$ cat config.mk
export PLATFORM = sky130hd
export DESIGN_NAME = seq_state_loader
export DESIGN_NICKNAME = d
export VERILOG_FILES = /design/src/rtl/sll_pkg.sv /design/src/rtl/sll_byte_fetch.sv /design/src/rtl/sll_load_timer.sv /design/src/rtl/sll_index_guard.sv /design/src/rtl/seq_state_loader.sv
export SDC_FILE = /design/constraint.sdc
export NUM_CORES = 1
export LEC_CHECK = 0
export ABC_CLOCK_PERIOD_IN_PS = 2350
export BUFFER_PORTS_ARGS = -buffer_cell sky130_fd_sc_hd__buf_2
export CORE_UTILIZATION = 30
export CTS_BUF_LIST = sky130_fd_sc_hd__clkbuf_8
export DETAILED_ROUTE_END_ITERATION = 10
export PLACE_DENSITY = 0.56
export SETUP_SLACK_MARGIN = 0.02
export SLEW_MARGIN = 10
export SYNTH_ARGS = -nofsm -noshare
export SYNTH_HDL_FRONTEND = slang
export SYNTH_SLANG_ARGS = --single-unit
$ cat constraint.sdc
create_clock -name clk -period 2.35 [get_ports clk]
set_input_delay 0.1175 -clock clk [delete_from_list [all_inputs] [get_ports clk]]
set_output_delay 0.1175 -clock clk [all_outputs]
set_load 0.03 [all_outputs]
$ cat src/rtl/sll_pkg.sv
package sll_pkg;
  typedef enum logic [1:0] {
    FS_IDLE = 2'd0,
    FS_REQ  = 2'd1,
    FS_WAIT = 2'd2,
    FS_DONE = 2'd3
  } fetch_st_t;
endpackage

$ cat src/rtl/sll_byte_fetch.sv
module sll_byte_fetch
  import sll_pkg::*;
#(
  parameter int IDX_W      = 6,
  parameter int WORD_BYTES = 8,
  localparam int CNT_W     = $clog2(WORD_BYTES),
  localparam int ADDR_W    = IDX_W + CNT_W,
  localparam int WORD_W    = WORD_BYTES * 8
) (
  input  logic              clk,
  input  logic              rst_n,
  input  logic              start,
  input  logic [IDX_W-1:0]  slot,
  output logic              req_valid,
  input  logic              req_ready,
  output logic [ADDR_W-1:0] addr,
  input  logic              rsp_valid,
  input  logic [7:0]        rsp_data,
  output logic [WORD_W-1:0] word_o,
  output logic              done_o
);
  fetch_st_t        st_q;
  logic [IDX_W-1:0] slot_q;
  logic [CNT_W-1:0] cnt_q;
  logic             take;

  assign take      = (st_q == FS_WAIT) && rsp_valid;
  assign req_valid = (st_q == FS_REQ);
  assign addr      = {slot_q, cnt_q};
  assign done_o    = (st_q == FS_DONE);

  always_ff @(posedge clk) begin
    if (!rst_n) begin
      st_q   <= FS_IDLE;
      slot_q <= '0;
      cnt_q  <= '0;
    end else if (start) begin
      st_q   <= FS_REQ;
      slot_q <= slot;
      cnt_q  <= '0;
    end else begin
      unique case (st_q)
        FS_REQ:  if (req_ready) st_q <= FS_WAIT;
        FS_WAIT: if (rsp_valid) begin
          if (cnt_q == CNT_W'(WORD_BYTES - 1)) begin
            st_q <= FS_DONE;
          end else begin
            st_q  <= FS_REQ;
            cnt_q <= cnt_q + 1'b1;
          end
        end
        default: st_q <= st_q;
      endcase
    end
  end

  for (genvar b = 0; b < WORD_BYTES; b++) begin : g_lane
    always_ff @(posedge clk) begin
      if (!rst_n) begin
        word_o[b*8 +: 8] <= '0;
      end else if (take && cnt_q == CNT_W'(b)) begin
        word_o[b*8 +: 8] <= rsp_data;
      end
    end
  end
endmodule

$ cat src/rtl/sll_load_timer.sv
module sll_load_timer #(
  parameter int CYCLES = 2000,
  localparam int CW    = $clog2(CYCLES)
) (
  input  logic clk,
  input  logic rst_n,
  input  logic start,
  output logic expired_o
);
  logic [CW-1:0] cnt_q;
  logic          run_q;
  logic          at_end;

  assign at_end    = (cnt_q == CW'(CYCLES - 1));
  assign expired_o = run_q && at_end;

  always_ff @(posedge clk) begin
    if (!rst_n) begin
      cnt_q <= '0;
      run_q <= 1'b0;
    end else if (start) begin
      cnt_q <= '0;
      run_q <= 1'b1;
    end else if (run_q && !at_end) begin
      cnt_q <= cnt_q + 1'b1;
    end
  end
endmodule

$ cat src/rtl/sll_index_guard.sv
module sll_index_guard #(
  parameter int IDX_W        = 6,
  parameter int RESERVED_IDX = 63
) (
  input  logic             cond_met,
  input  logic             idle,
  input  logic [IDX_W-1:0] next_idx,
  output logic             accept,
  output logic             reject
);
  logic hit_res;
  assign hit_res = (next_idx == IDX_W'(RESERVED_IDX));
  assign accept  = cond_met && idle && !hit_res;
  assign reject  = cond_met && idle && hit_res;
endmodule

$ cat src/rtl/seq_state_loader.sv
module seq_state_loader #(
  parameter int IDX_W        = 6,
  parameter int RESERVED_IDX = 63,
  parameter int FIRST_IDX    = 0,
  parameter int CLK_MHZ      = 200,
  parameter int LOAD_NS      = 10000,
  localparam int WORD_BYTES  = 8,
  localparam int WORD_W      = WORD_BYTES * 8,
  localparam int ADDR_W      = IDX_W + $clog2(WORD_BYTES),
  localparam int LOAD_CYCLES = CLK_MHZ * LOAD_NS / 1000
) (
  input  logic              clk,
  input  logic              rst_n,
  output logic              rd_req_valid,
  input  logic              rd_req_ready,
  output logic [ADDR_W-1:0] rd_addr,
  input  logic              rd_data_valid,
  input  logic [7:0]        rd_data,
  input  logic              cond_met,
  input  logic [IDX_W-1:0]  next_idx,
  output logic [WORD_W-1:0] state_word,
  output logic [IDX_W-1:0]  cur_idx,
  output logic              busy,
  output logic              idx_err
);
  logic              busy_q, kick_q, err_q;
  logic [IDX_W-1:0]  fetch_idx_q, cur_idx_q;
  logic [WORD_W-1:0] word_q, asm_word;
  logic              accept, reject, bytes_done, expired, commit;

  sll_index_guard #(.IDX_W(IDX_W), .RESERVED_IDX(RESERVED_IDX)) u_guard (
    .cond_met (cond_met),
    .idle     (!busy_q),
    .next_idx (next_idx),
    .accept   (accept),
    .reject   (reject)
  );

  sll_byte_fetch #(.IDX_W(IDX_W), .WORD_BYTES(WORD_BYTES)) u_fetch (
    .clk       (clk),
    .rst_n     (rst_n),
    .start     (kick_q),
    .slot      (fetch_idx_q),
    .req_valid (rd_req_valid),
    .req_ready (rd_req_ready),
    .addr      (rd_addr),
    .rsp_valid (rd_data_valid),
    .rsp_data  (rd_data),
    .word_o    (asm_word),
    .done_o    (bytes_done)
  );

  sll_load_timer #(.CYCLES(LOAD_CYCLES)) u_timer (
    .clk       (clk),
    .rst_n     (rst_n),
    .start     (kick_q),
    .expired_o (expired)
  );

  assign commit = busy_q && !kick_q && bytes_done && expired;

  always_ff @(posedge clk) begin
    if (!rst_n) begin
      busy_q      <= 1'b1;
      kick_q      <= 1'b1;
      err_q       <= 1'b0;
      fetch_idx_q <= IDX_W'(FIRST_IDX);
      cur_idx_q   <= IDX_W'(FIRST_IDX);
      word_q      <= '0;
    end else begin
      kick_q <= accept;
      err_q  <= reject;
      if (accept) begin
        busy_q      <= 1'b1;
        fetch_idx_q <= next_idx;
      end else if (commit) begin
        busy_q    <= 1'b0;
        word_q    <= asm_word;
        cur_idx_q <= fetch_idx_q;
      end
    end
  end

  assign state_word = word_q;
  assign cur_idx    = cur_idx_q;
  assign busy       = busy_q;
  assign idx_err    = err_q;
endmodule

# --- Yosys cells after proc, flatten, opt, wreduce, memory -nomap -nowiden ---
# Index checks and enable logic that the tools add are counted.
totals:
  register_bits: 166
  in_bits: 19
  elab_cells: 76
classes:
  n_addsub: 2
  eq_ne: 16
  mux: 5
  bitwise: 3
  reduce_logical: 30
ops:
  columns: ["op", "n"]
  rows:
  - ["$logic_and A1 B1 Y1", 17]
  - ["$eq A3 B3 Y1 const B", 4]
  - ["$add A11 B1 Y11 const B", 1]
  - ["$eq A11 B11 Y1 const B", 1]
  - ["$reduce_and A3 Y1", 3]
  - ["$eq A3 B2 Y1 const B", 2]
  - ["$eq A6 B6 Y1 const B", 1]
  - ["$mux W2", 3]
  - ["$eq A2 B2 Y1 const B", 2]
  - ["$logic_not A1 Y1", 4]
  - ["$pmux W2 S2", 1]
  - ["$reduce_or A2 Y1", 2]
  - ["$add A3 B1 Y3 const B", 1]
  - ["$eq A3 B1 Y1 const B", 1]
  - ["$logic_not A3 Y1", 1]
  - ["$ne A3 B1 Y1 const B", 1]
  - ["$ne A3 B3 Y1 const B", 1]
  - ["$not A1 Y1", 3]
  - ["$reduce_bool A3 Y1", 1]
  - ["$eq A2 B1 Y1 const B", 1]
  - ["$ne A2 B1 Y1 const B", 1]
  - ["$ne A2 B2 Y1 const B", 1]
  - ["$reduce_and A2 Y1", 1]
  - ["$reduce_bool A2 Y1", 1]
  - ["$mux W1", 1]

# --- Logic depth before layout (Yosys ltp) ---
# Gate-level depths: netlist (run 1).
depth:
  word_depth: 5
  ltp_mapped: 7
  depth_no_buf: 5

# --- By module ---
# Synthesis (run 1) repeated with hierarchy kept, for this count alone.
hier_totals:
  cells_unflattened: 728
  hier_area_um2: 6986.7
by_module_without_submodules:
  columns: ["module", "instances", "cells_per_inst", "area_each_um2", "seq_area_each_um2"]
  rows:
  - ["seq_state_loader", 1, 332, 3215.6, 1581.5]
  - ["sll_byte_fetch", 1, 320, 3123.0, 1501.4]
  - ["sll_load_timer", 1, 71, 614.3, 240.2]
  - ["sll_index_guard", 1, 5, 33.8, 0.0]

# --- Worst setup path before layout (run 1) ---
# Ideal clock, no wire load.
synth_path:
  path_type: "flip-flop to flip-flop"
  start: "register u_fetch.cnt_q[0]"
  end: "register u_fetch.cnt_q[1]"
  t_arrival_ps: 1589
  slack_ps: 635
  path_stages_with_launch: 7
  path_buffers: 1
  cell_sequence: "dfxtp_1 -> ha_1 -> ha_1 -> nor4bb_1 -> clkbuf_1 -> mux2i_1 -> nor2_1"
synth_via:
  elab_chain_cells: 3
  word_cells_on_any_way: 4
  cone_classes: "add/sub: 1; eq/ne: 1; bitwise: 1; reduce/logical: 1"
synth_lines:
  columns: ["item", "line", "source"]
  rows:
  - ["from (decl)", "sll_byte_fetch.sv:24", "logic [CNT_W-1:0] cnt_q;"]
  - ["from (signal assigned)", "sll_byte_fetch.sv:49", "cnt_q <= cnt_q + 1'b1;"]
  - ["$eq A3 B3 Y1", "sll_byte_fetch.sv:45", "if (cnt_q == CNT_W'(WORD_BYTES - 1)) begin"]
  - ["$not A1 Y1 (no source line)", null, null]
  - ["$reduce_and A3 Y1 (no source line)", null, null]
# Several ways; a longest one is shown, not always the timed one.
# A chain may end at the register's enable or synchronous reset.

# --- Worst setup path after layout (run 1) ---
layout_path:
  start: "register u_timer.cnt_q[0]"
  end: "register word_q[14], in the netlist state_word[14]"
layout_via:
  elab_chain_cells: 4
layout_lines:
  columns: ["item", "line", "source"]
  rows:
  - ["from (decl)", "sll_load_timer.sv:10", "logic [CW-1:0] cnt_q;"]
  - ["from (signal assigned)", "sll_load_timer.sv:25", "cnt_q <= cnt_q + 1'b1;"]
  - ["$eq A11 B11 Y1", "sll_load_timer.sv:14", "assign at_end = (cnt_q == CW'(CYCLES - 1));"]
  - ["$logic_and A1 B1 Y1", "sll_load_timer.sv:15", "assign expired_o = run_q && at_end;"]
  - ["$logic_and A1 B1 Y1", "seq_state_loader.sv:60", "assign commit = busy_q && !kick_q && bytes_done && expired;"]
  - ["$reduce_and A2 Y1 (no source line)", null, null]
  - ["to (signal assigned)", "seq_state_loader.sv:78", "word_q <= asm_word;"]
  - ["to (decl)", "seq_state_loader.sv:28", "logic [WORD_W-1:0] word_q, asm_word;"]
# No other way between the ends.

==> results.yml, run 1 <==
floorplanning:
  io_pins: 101
  placementRows: 53
  die_y_um: 149
  die_area_mm2: 0.0223
  fp.dieW_um: 149
  start_util_pct: 30.8
  coreArea_mm2: 0.0212
synthesis:
  synth_area_leader_cell: "dfxtp_1"
  avgSynthCellArea_um2: 10.1
  syn-cell-area_mm2: 0.00651
  async_flop_share_pct: 0
  synth_commonest_cells: "192 x nand2_1, 166 x dfxtp_1, 127 x mux2i_1"
  yosysSeqAreaShare_pct: 51.0
  yosysMostFrequentCell: "nand2_1"
  ys_seq_elements: 166
  synthFlopType: "dfxtp_1"
  yosys.area.top_type_share_pct: 51.0
  ys_types: 47
  netlist_top_cells_area: "dfxtp_1 51%, mux2i_1 20%, nand2_1 11%"
  synth_warnings: 0
  synth_edf_count: 0
  netlist_instances: 646
  synth_nets: 672
routing:
  wl_um: 15300
  wl_per_cell_um: 14.7
  vias: 4711
  drc: 0
  dr.pass1.iters: 4
  antenna_left: 0
  drtIter0Drc: 219
  viasPerCell: 4.53
sta:
  slew_headroom_pct: 55.0
  setup_viol: 0
  rsz0062_at_grt: "false"
  slew_viol_final: 0
  post-route-min-period_ns: 1.98
  hold_viol_final: 0
  clock.fmax_ghz: 0.504
  worst_pin_slew_ns: 0.674
  skew_ns: 0.0189
  setup_tns_ns: 0
  final.setup.worst_slack_ns: 0.366
  fin_crit_sh_pct: 84.4
final_layout:
  nFillCells: 2152
  drive_above_1_share_pct: 19.7
  num-nets-final: 778
  multi_input_area_mm2: 0.00288
  area.growth.synth_to_final_pct: 18.7
  stdcell_count: 1040
  antenna_cells: 0
  seqCellArea_mm2: 0.00332
grt:
  grt_pass1_vias: 4429
  grt_max_degree: 75
  grt_pass1_wl_um: 24300
  antenna_found_initial: 0
  grt-ovfl-total: 0
  grt_usage_pct: 14.5
pwr:
  pwr-share-clk_pct: 39.4
  power.density_mw_per_mm2: 641
  switchingPower_uw: 1300
  combPwrFrac_pct: 3.6
  sw_frac_of_total_pct: 26.2
  internal_power_uw: 3660
  p_seq_share_pct: 57.1
  total_power_uw: 4950
  power.static_leakage_uw: 0.00327
  ir_drop_v: 0.000382
critical_path:
  endpoint_kind: "flop"
  arrival_ns: 2.39
  critical-path-top-delay-family: "simple AND/OR/NAND/NOR gates"
  critical_path_required_ns: 2.75
  start_kind: "flop"
  critPathKind: "reg2reg"
  worstPathMaxFanout: 34
  worst-path-buf-inv: 1
  crit_path_max_incr_delay_ns: 0.47
  crit_slowest_cell: "nor4_4"
  crit_chain: "ha_1 > nand4_4 > nor4_4 > buf_12 > mux2i_1"
placed_design:
  place_hpwl_um: 10500
  pre_cts_ws_ns: 0.374
  dp.cells: 992
  place_congestion: 0.746
  io_buffers: 100
clock_network:
  root_buffer: "clkbuf_8"
  clock_path_buffers: 2
  htree_levels: 4
  cts_buffers: 17
  cts_tree: "done"
  cts_sinks: 166
  cts_setup_buffers: 0
  clk_latency_ns: 0.47
  clk_pin_slew_ns: 0.10
outcome:
  run_status: "finished, final reports clean"
job:
  drv_cap: 0
worst_hold_path:
  min_path_type: "in2reg"
-- state kept, by name, indices dropped and copies added (netlist names) --
register	flops
state_word	64
u_fetch.word_o	64
u_timer.cnt_q	11
cur_idx	6
fetch_idx_q	6
u_fetch.slot_q	6
u_fetch.cnt_q	3
u_fetch.st_q	2
busy	1
idx_err	1
kick_q	1
u_timer.run_q	1
-- worst register-to-register path: cells and delay by family, from the launching register on --
kind,cells,cell delay (ns)
AND/OR/NAND/NOR,2,0.67
adder cells (fa/ha/maj),1,0.29
buffers and inverters,1,0.31
flip-flops,1,0.41
multiplexers,1,0.26
-- power by group through the flow --
stage               combinational, uW  clock (uW)  sequential [uW]
floorplan                        97.8           0             2890
finish                            176        1950             2830
global route                      191        2130             2830
CTS                               180        2010             2830
detailed placement                159           0             2890
global placement                  159           0             2890
-- cell families after synthesis --
logic type	Yosys count	synth area share (%)
multiplexers	127	19.5
AO/OA/AOI/OAI	52	5.84
adder cells (fa/ha/maj)	7	1.34
buffers and inverters	48	4.76
AND/OR/NAND/NOR	245	17.4
flip-flops	166	51.0
XOR/XNOR	1	0.135
-- path summary, 6_finish.rpt --
path / startpoint / end / slack (ns) / depth (start not counted)
worst max-delay path: u_timer.cnt_q[0] / state_word[14] / 0.37 / 5
worst min-delay path: rst_n / cur_idx[4] / 0.03 / 3
worst max register to register: u_timer.cnt_q[0] / state_word[14] / 0.37 / 5
worst min register to register: u_fetch.word_o[56] / state_word[56] / 0.45 / 2
-- final cells by class --
cell class / instances / share of cell area (%)
Clock buffer: 17 / 3.03
Clock inverter: 15 / 1.78
Inverter: 8 / 0.388
Multi-Input combinational cell: 432 / 37.2
Sequential cell: 166 / 43.0
Tap cell: 275 / 4.45
Timing Repair Buffer: 127 / 10.1
-- layout by cell type, fill, tap and decap left out, types with 2 or more instances in the layout --
master         synthesis  final
a211oi_1               2      2
a21boi_0              16     16
a21oi_1                7      7
a31oi_1                2      2
a32o_1                 6      6
and3_1                 4      4
and4_1                 3      3
and4b_1                3      3
buf_12                 7      3
buf_2                  3     99
buf_4                  1      9
clkbuf_8               0     17
clkinvlp_4             0      4
dfxtp_1              166    166
dlygate4sd3_1          0     16
ha_1                   7      7
inv_1                  8      8
inv_6                  0      5
inv_8                  0      3
mux2i_1              127    127
nand2_1              192    192
nand2b_1               2      2
nand3_1                9      9
nand4_4                2      2
nand4b_1               3      3
nor2_1                 4      4
nor2b_1                9      9
nor4bb_1               2      2
o211ai_1               4      4
o21a_1                 4      4
o21ai_0                5      5
o31ai_1                2      2
or4_1                  2      2
-- per-layer routing --
layer | up-vias | GRT usage (%) | part of all wire (%)
met1 | 2182 | 18.8 | 48
met3 | 12 | 4.71 | 5.6
met4 | 0 | 4.44 | 1.0
met5 | - | 0 | 0
li1 | 2422 | - | -
met2 | 95 | 22.6 | 46
-- what timing repair did --
| action | CTS | global route |
|---|---|---|
| hold endpoints to repair | 25 | 0 |
| hold buffers | 16 | 0 |
| resized for setup | 0 | 0 |
-- metrics by stage --
step	util, %	hold slack [ns]	area (um2)
after floorplan	-	0.243	6510
after global placement	34.0	0.354	7200
after detailed placement	34.0	0.354	7200
after CTS	36.5	0.00859	7730
after global routing	36.5	0.0179	7730
final	36.5	0.0312	7730
No activity file was read; power rests on OpenSTA's default activity.
==> run 2, diff against run 1 <==
- ABC_CLOCK_PERIOD_IN_PS: 2350 -> 2000
- clock period: 2.35 -> 2 ns (I/O delays scaled with it)
==> run 2 against run 1 <==
  * First-iteration DRC count is 8.2% lower
  * Clock power is 36% higher
  * Count of clock-buffer cells in the layout is 1 higher
  * Final area is 2.5% higher
  * Via count is 1.2% higher
  * Largest power group unchanged
==> results.yml, run 2 (synthesis gave the netlist of run 1 again) <==
critical_path:
  endpoint_kind: "flop"
  critPathKind: "reg2reg"
  worstPathMaxFanout: 18
  critical_path_required_ns: 2.40
  start_kind: "flop"
  arrival_ns: 2.22
floorplanning:
  die_y_um: 149
  die_area_mm2: 0.0223
  io_pins: 101
  start_util_pct: 30.8
  placementRows: 53
  coreArea_mm2: 0.0212
  fp.dieW_um: 149
job:
  drv_cap: 0
placed_design:
  io_buffers: 100
  place_area_mm2: 0.00731
  place_congestion: 0.768
  place_hpwl_um: 10800
routing:
  antenna_left: 0
  dr.pass1.iters: 4
  viasPerCell: 4.54
  drtIter0Drc: 201
  drc: 0
  wl_per_cell_um: 14.7
  wl_um: 15400
  vias: 4768
final_layout:
  area.growth.synth_to_final_pct: 21.7
  antenna_cells: 0
  final_common_cell: "nand2_1"
  final_util_pct: 37.5
  finish.instance_area_mm2: 0.00792
  num-nets-final: 789
  drive_above_1_share_pct: 20.9
  layout_common_cells: "192 x nand2_1, 166 x dfxtp_1, 127 x mux2i_1, 99 x buf_2, 18 x clkbuf_8"
clock_network:
  cts_tree: "done"
  root_buffer: "clkbuf_8"
  cts_setup_buffers: 0
  clk_pin_slew_ns: 0.09
  cts_buffers: 17
  clock_path_buffers: 2
  clk_latency_ns: 0.47
  htree_levels: 4
  cts_sinks: 166
grt:
  grt-ovfl-total: 0
  grt_max_degree: 53
  grt_usage_pct: 14.6
  grt_pass1_vias: 4518
  antenna_found_initial: 0
  grt_pass1_wl_um: 24800
sta:
  worst_pin_slew_ns: 0.645
  hold_viol_final: 0
  slew_headroom_pct: 56.8
  rsz0062_at_grt: "false"
  clock.fmax_ghz: 0.548
  post-route-min-period_ns: 1.83
  fin_crit_sh_pct: 91.3
  setup_viol: 0
  slew_viol_final: 0
  setup_tns_ns: 0
  skew_ns: 0.0109
outcome:
  run_status: "finished, final reports clean"
worst_hold_path:
  min_path_type: "in2reg"
pwr:
  ir_drop_v: 0.000375
  power.static_leakage_uw: 0.00337
  total_power_uw: 6200
  power.density_mw_per_mm2: 782
==> run 2: per-layer routing <==
| metal | global-route usage, % | share of wire (%) | up-vias |
|---|---|---|---|
| met5 | 0 | 0 | - |
| met2 | 22.6 | 45 | 102 |
| li1 | - | - | 2437 |
| met3 | 4.89 | 6.0 | 18 |
| met1 | 19.2 | 48 | 2211 |
| met4 | 4.64 | 1.6 | 0 |
==> run 2: critical path: stages (launching register included) <==
cell	delay, ns
dfxtp_1	0.38
or3b_4	0.42
nor4_4	0.35
buf_12	0.21
buf_12	0.19
mux2i_1	0.20
==> run 2: cell type report <==
| type | instances | area, um2 |
|---|---|---|
| Fill cell | 2163 | 13200 |
| Sequential cell | 166 | 3320 |
| Multi-Input combinational cell | 432 | 2880 |
| Timing Repair Buffer | 138 | 906 |
| Tap cell | 275 | 344 |
| Clock buffer | 18 | 248 |
| Clock inverter | 14 | 191 |
| Inverter | 8 | 30.0 |
==> run 2: where the power goes <==
| part | internal, uW | switching, uW | total, uW |
|---|---|---|---|
| Clock | 1310 | 1350 | 2660 |
| Combinational | 81.3 | 139 | 220 |
| Sequential | 3310 | 8.36 | 3320 |
| Total | 4700 | 1500 | 6200 |
==> run 2: timing repair <==
| action | in CTS | in global routing |
|---|---|---|
| setup endpoints to repair | 0 | 49 |
| endpoints found under the hold margin | 27 | 0 |
| hold buffers | 17 | 0 |
| resized for setup | 0 | 1 |
==> run 2: final timing paths <==
| kind | startpoint | to | depth (start not counted) | slack, ns |
|---|---|---|---|---|
| worst max-delay path | u_timer.cnt_q[10] | state_word[17] | 5 | 0.17 |
| worst min-delay path | rd_data_valid | u_fetch.st_q[0] | 4 | 0.10 |
| worst max register to register | u_timer.cnt_q[10] | state_word[17] | 5 | 0.17 |
| worst min register to register | state_word[10] | state_word[10] | 2 | 0.46 |
==> run 2: stage by stage <==
stage                     hold slack [ns]  setup WS, ns  instances
after floorplan                     0.226         0.285        646
after global placement              0.338         0.185       1002
after detailed placement            0.336         0.115       1002
after CTS                          0.0938         0.111       1051
after global routing                0.124        0.0436       1051
final                               0.103         0.174       1051
==> run 3, diff against run 2 <==
- MAX_ROUTING_LAYER: default -> met4
==> run 3 against run 2 <==
  * Final area stayed put
  * Sequential share of layout area is the same
  * Sequential power about the same
  * Count of clock-buffer cells in the layout did not move
  * Wire length shrank 0.25%
  * Non-clock buffer count did not move
  * Utilization stayed put
  * Clock skew is 0.0026 ns higher
  * Critical path depth is the same
  * Via count fell by 0.44%
  * Largest power group unchanged
  * Combinational power is essentially flat
==> results.yml, run 3 (synthesis gave the netlist of run 1 again) <==
sta:
  skew_ns: 0.0136
  fin_crit_sh_pct: 91.2
  slew_headroom_pct: 57.3
  timing.hold.ws_ns: 0.113
  setup_viol: 0
  hold_viol_final: 0
  post-route-min-period_ns: 1.82
  worst_pin_slew_ns: 0.637
  clock.fmax_ghz: 0.548
  setup_tns_ns: 0
  rsz0062_at_grt: "false"
  slew_viol_final: 0
clock_network:
  root_buffer: "clkbuf_8"
  htree_levels: 4
  clk_pin_slew_ns: 0.09
  cts_buffers: 17
  cts_tree: "done"
  clock_path_buffers: 2
  cts_sinks: 166
  clk_latency_ns: 0.47
outcome:
  run_status: "finished, final reports clean"
routing:
  viasPerCell: 4.52
  dr.pass1.iters: 4
  antenna_left: 0
  wl_um: 15400
  drc: 0
  vias: 4747
  drtIter0Drc: 236
  wl_per_cell_um: 14.6
grt:
  grt_pass1_vias: 4530
  antenna_found_initial: 0
  grt_pass1_wl_um: 24800
  grt-ovfl-total: 0
  grt_usage_pct: 15.1
  grt_max_degree: 53
pwr:
  ir_drop_v: 0.000374
  power.static_leakage_uw: 0.00337
  power.density_mw_per_mm2: 781
  total_power_uw: 6190
critical_path:
  rr_worst_depth: 5
  critical_path_required_ns: 2.39
  crit_slowest_cell: "or3b_4"
  r2r_setup_slack_ns: 0.18
  crit-reg2reg-capture: "state_word[20]"
  arrival_ns: 2.22
  crit_path_max_incr_delay_ns: 0.42
  critPathKind: "reg2reg"
  start_kind: "flop"
  r2r-start: "u_timer.cnt_q[10]"
  cpMostUsedCell: "buf_12"
  endpoint_kind: "flop"
  worstPathMaxFanout: 18
  crit_chain: "or3b_4 > nor4_4 > buf_12 > buf_12 > mux2i_1"
worst_hold_path:
  holdPathEnd: "u_fetch.st_q[0]"
  holdCritStartpoint: "rd_data_valid"
  min_path_type: "in2reg"
  holdPathStages: 4
final_layout:
  nFillCells: 2163
  layout_common_cells: "192 x nand2_1, 166 x dfxtp_1, 127 x mux2i_1, 99 x buf_2, 18 x clkbuf_8"
  num-nets-final: 789
  drive_above_1_share_pct: 20.9
  final_common_cell: "nand2_1"
  seqCellArea_mm2: 0.00332
  antenna_cells: 0
  area.growth.synth_to_final_pct: 21.7
  multi_input_area_mm2: 0.00288
placed_design:
  place_congestion: 0.778
  place_hpwl_um: 10800
  io_buffers: 100
floorplanning:
  start_util_pct: 30.8
  fp.dieW_um: 149
  placementRows: 53
  io_pins: 101
  die_y_um: 149
  die_area_mm2: 0.0223
  coreArea_mm2: 0.0212
job:
  drv_cap: 0
## run 3: cell type report
| cell class | count | area share [%] |
|---|---|---|
| Sequential cell | 166 | 41.9 |
| Multi-Input combinational cell | 432 | 36.4 |
| Timing Repair Buffer | 138 | 11.4 |
| Tap cell | 275 | 4.34 |
| Clock buffer | 18 | 3.13 |
| Clock inverter | 14 | 2.42 |
| Inverter | 8 | 0.379 |
## run 3: routing by layer
| layer | up-vias | global-route usage [%] | share of wire, % |
|---|---|---|---|
| met2 | 105 | 22.5 | 45 |
| met5 | - | - | 0 |
| met4 | 0 | 4.64 | 1.3 |
| met1 | 2189 | 19.2 | 48 |
| met3 | 15 | 4.77 | 6.0 |
| li1 | 2438 | - | - |
## run 3: metrics by stage
stage | setup WS (ns) | instance area [um2] | utilization (%) | std cells
floorplan | 0.285 | 6510 | - | 646
global route | 0.0448 | 7920 | 37.5 | 1051
finish | 0.176 | 7920 | 37.5 | 1051
CTS | 0.111 | 7920 | 37.4 | 1051
global placement | 0.185 | 7310 | 34.6 | 1002
detailed placement | 0.115 | 7310 | 34.6 | 1002
## run 3: worst max path at each step
stage,cells past startpoint,from,end
2_1_floorplan,6,u_fetch.cnt_q[0],u_fetch.cnt_q[1]
3_3_place_gp,6,u_timer.cnt_q[0],state_word[38]
3_5_place_dp,6,u_timer.cnt_q[0],state_word[17]
4_1_cts,6,u_timer.cnt_q[0],state_word[17]
5_1_grt,5,u_timer.cnt_q[10],state_word[59]
6_report,5,u_timer.cnt_q[10],state_word[20]
## run 3: worst max-delay path, delay by kind of cell, from the launching register on
family | cells | cell delay, ns
multiplexers | 1 | 0.19
buffers and inverters | 2 | 0.40
AND/OR/NAND/NOR | 2 | 0.77
flip-flops | 1 | 0.39
## run 3: repair_timing
item,CTS,global route
setup endpoints to repair,0,48
hold buffers,17,0
setup buffers,0,0
hold endpoints to repair,27,0
resized for setup,0,1
## run 3: power by group
group | internal [uW] | switching (uW) | leakage, uW
combinational | 81.3 | 138 | 0.00181
sequential | 3310 | 8.32 | 0.00134
clock | 1310 | 1340 | 0.000219
total | 4700 | 1490 | 0.00337
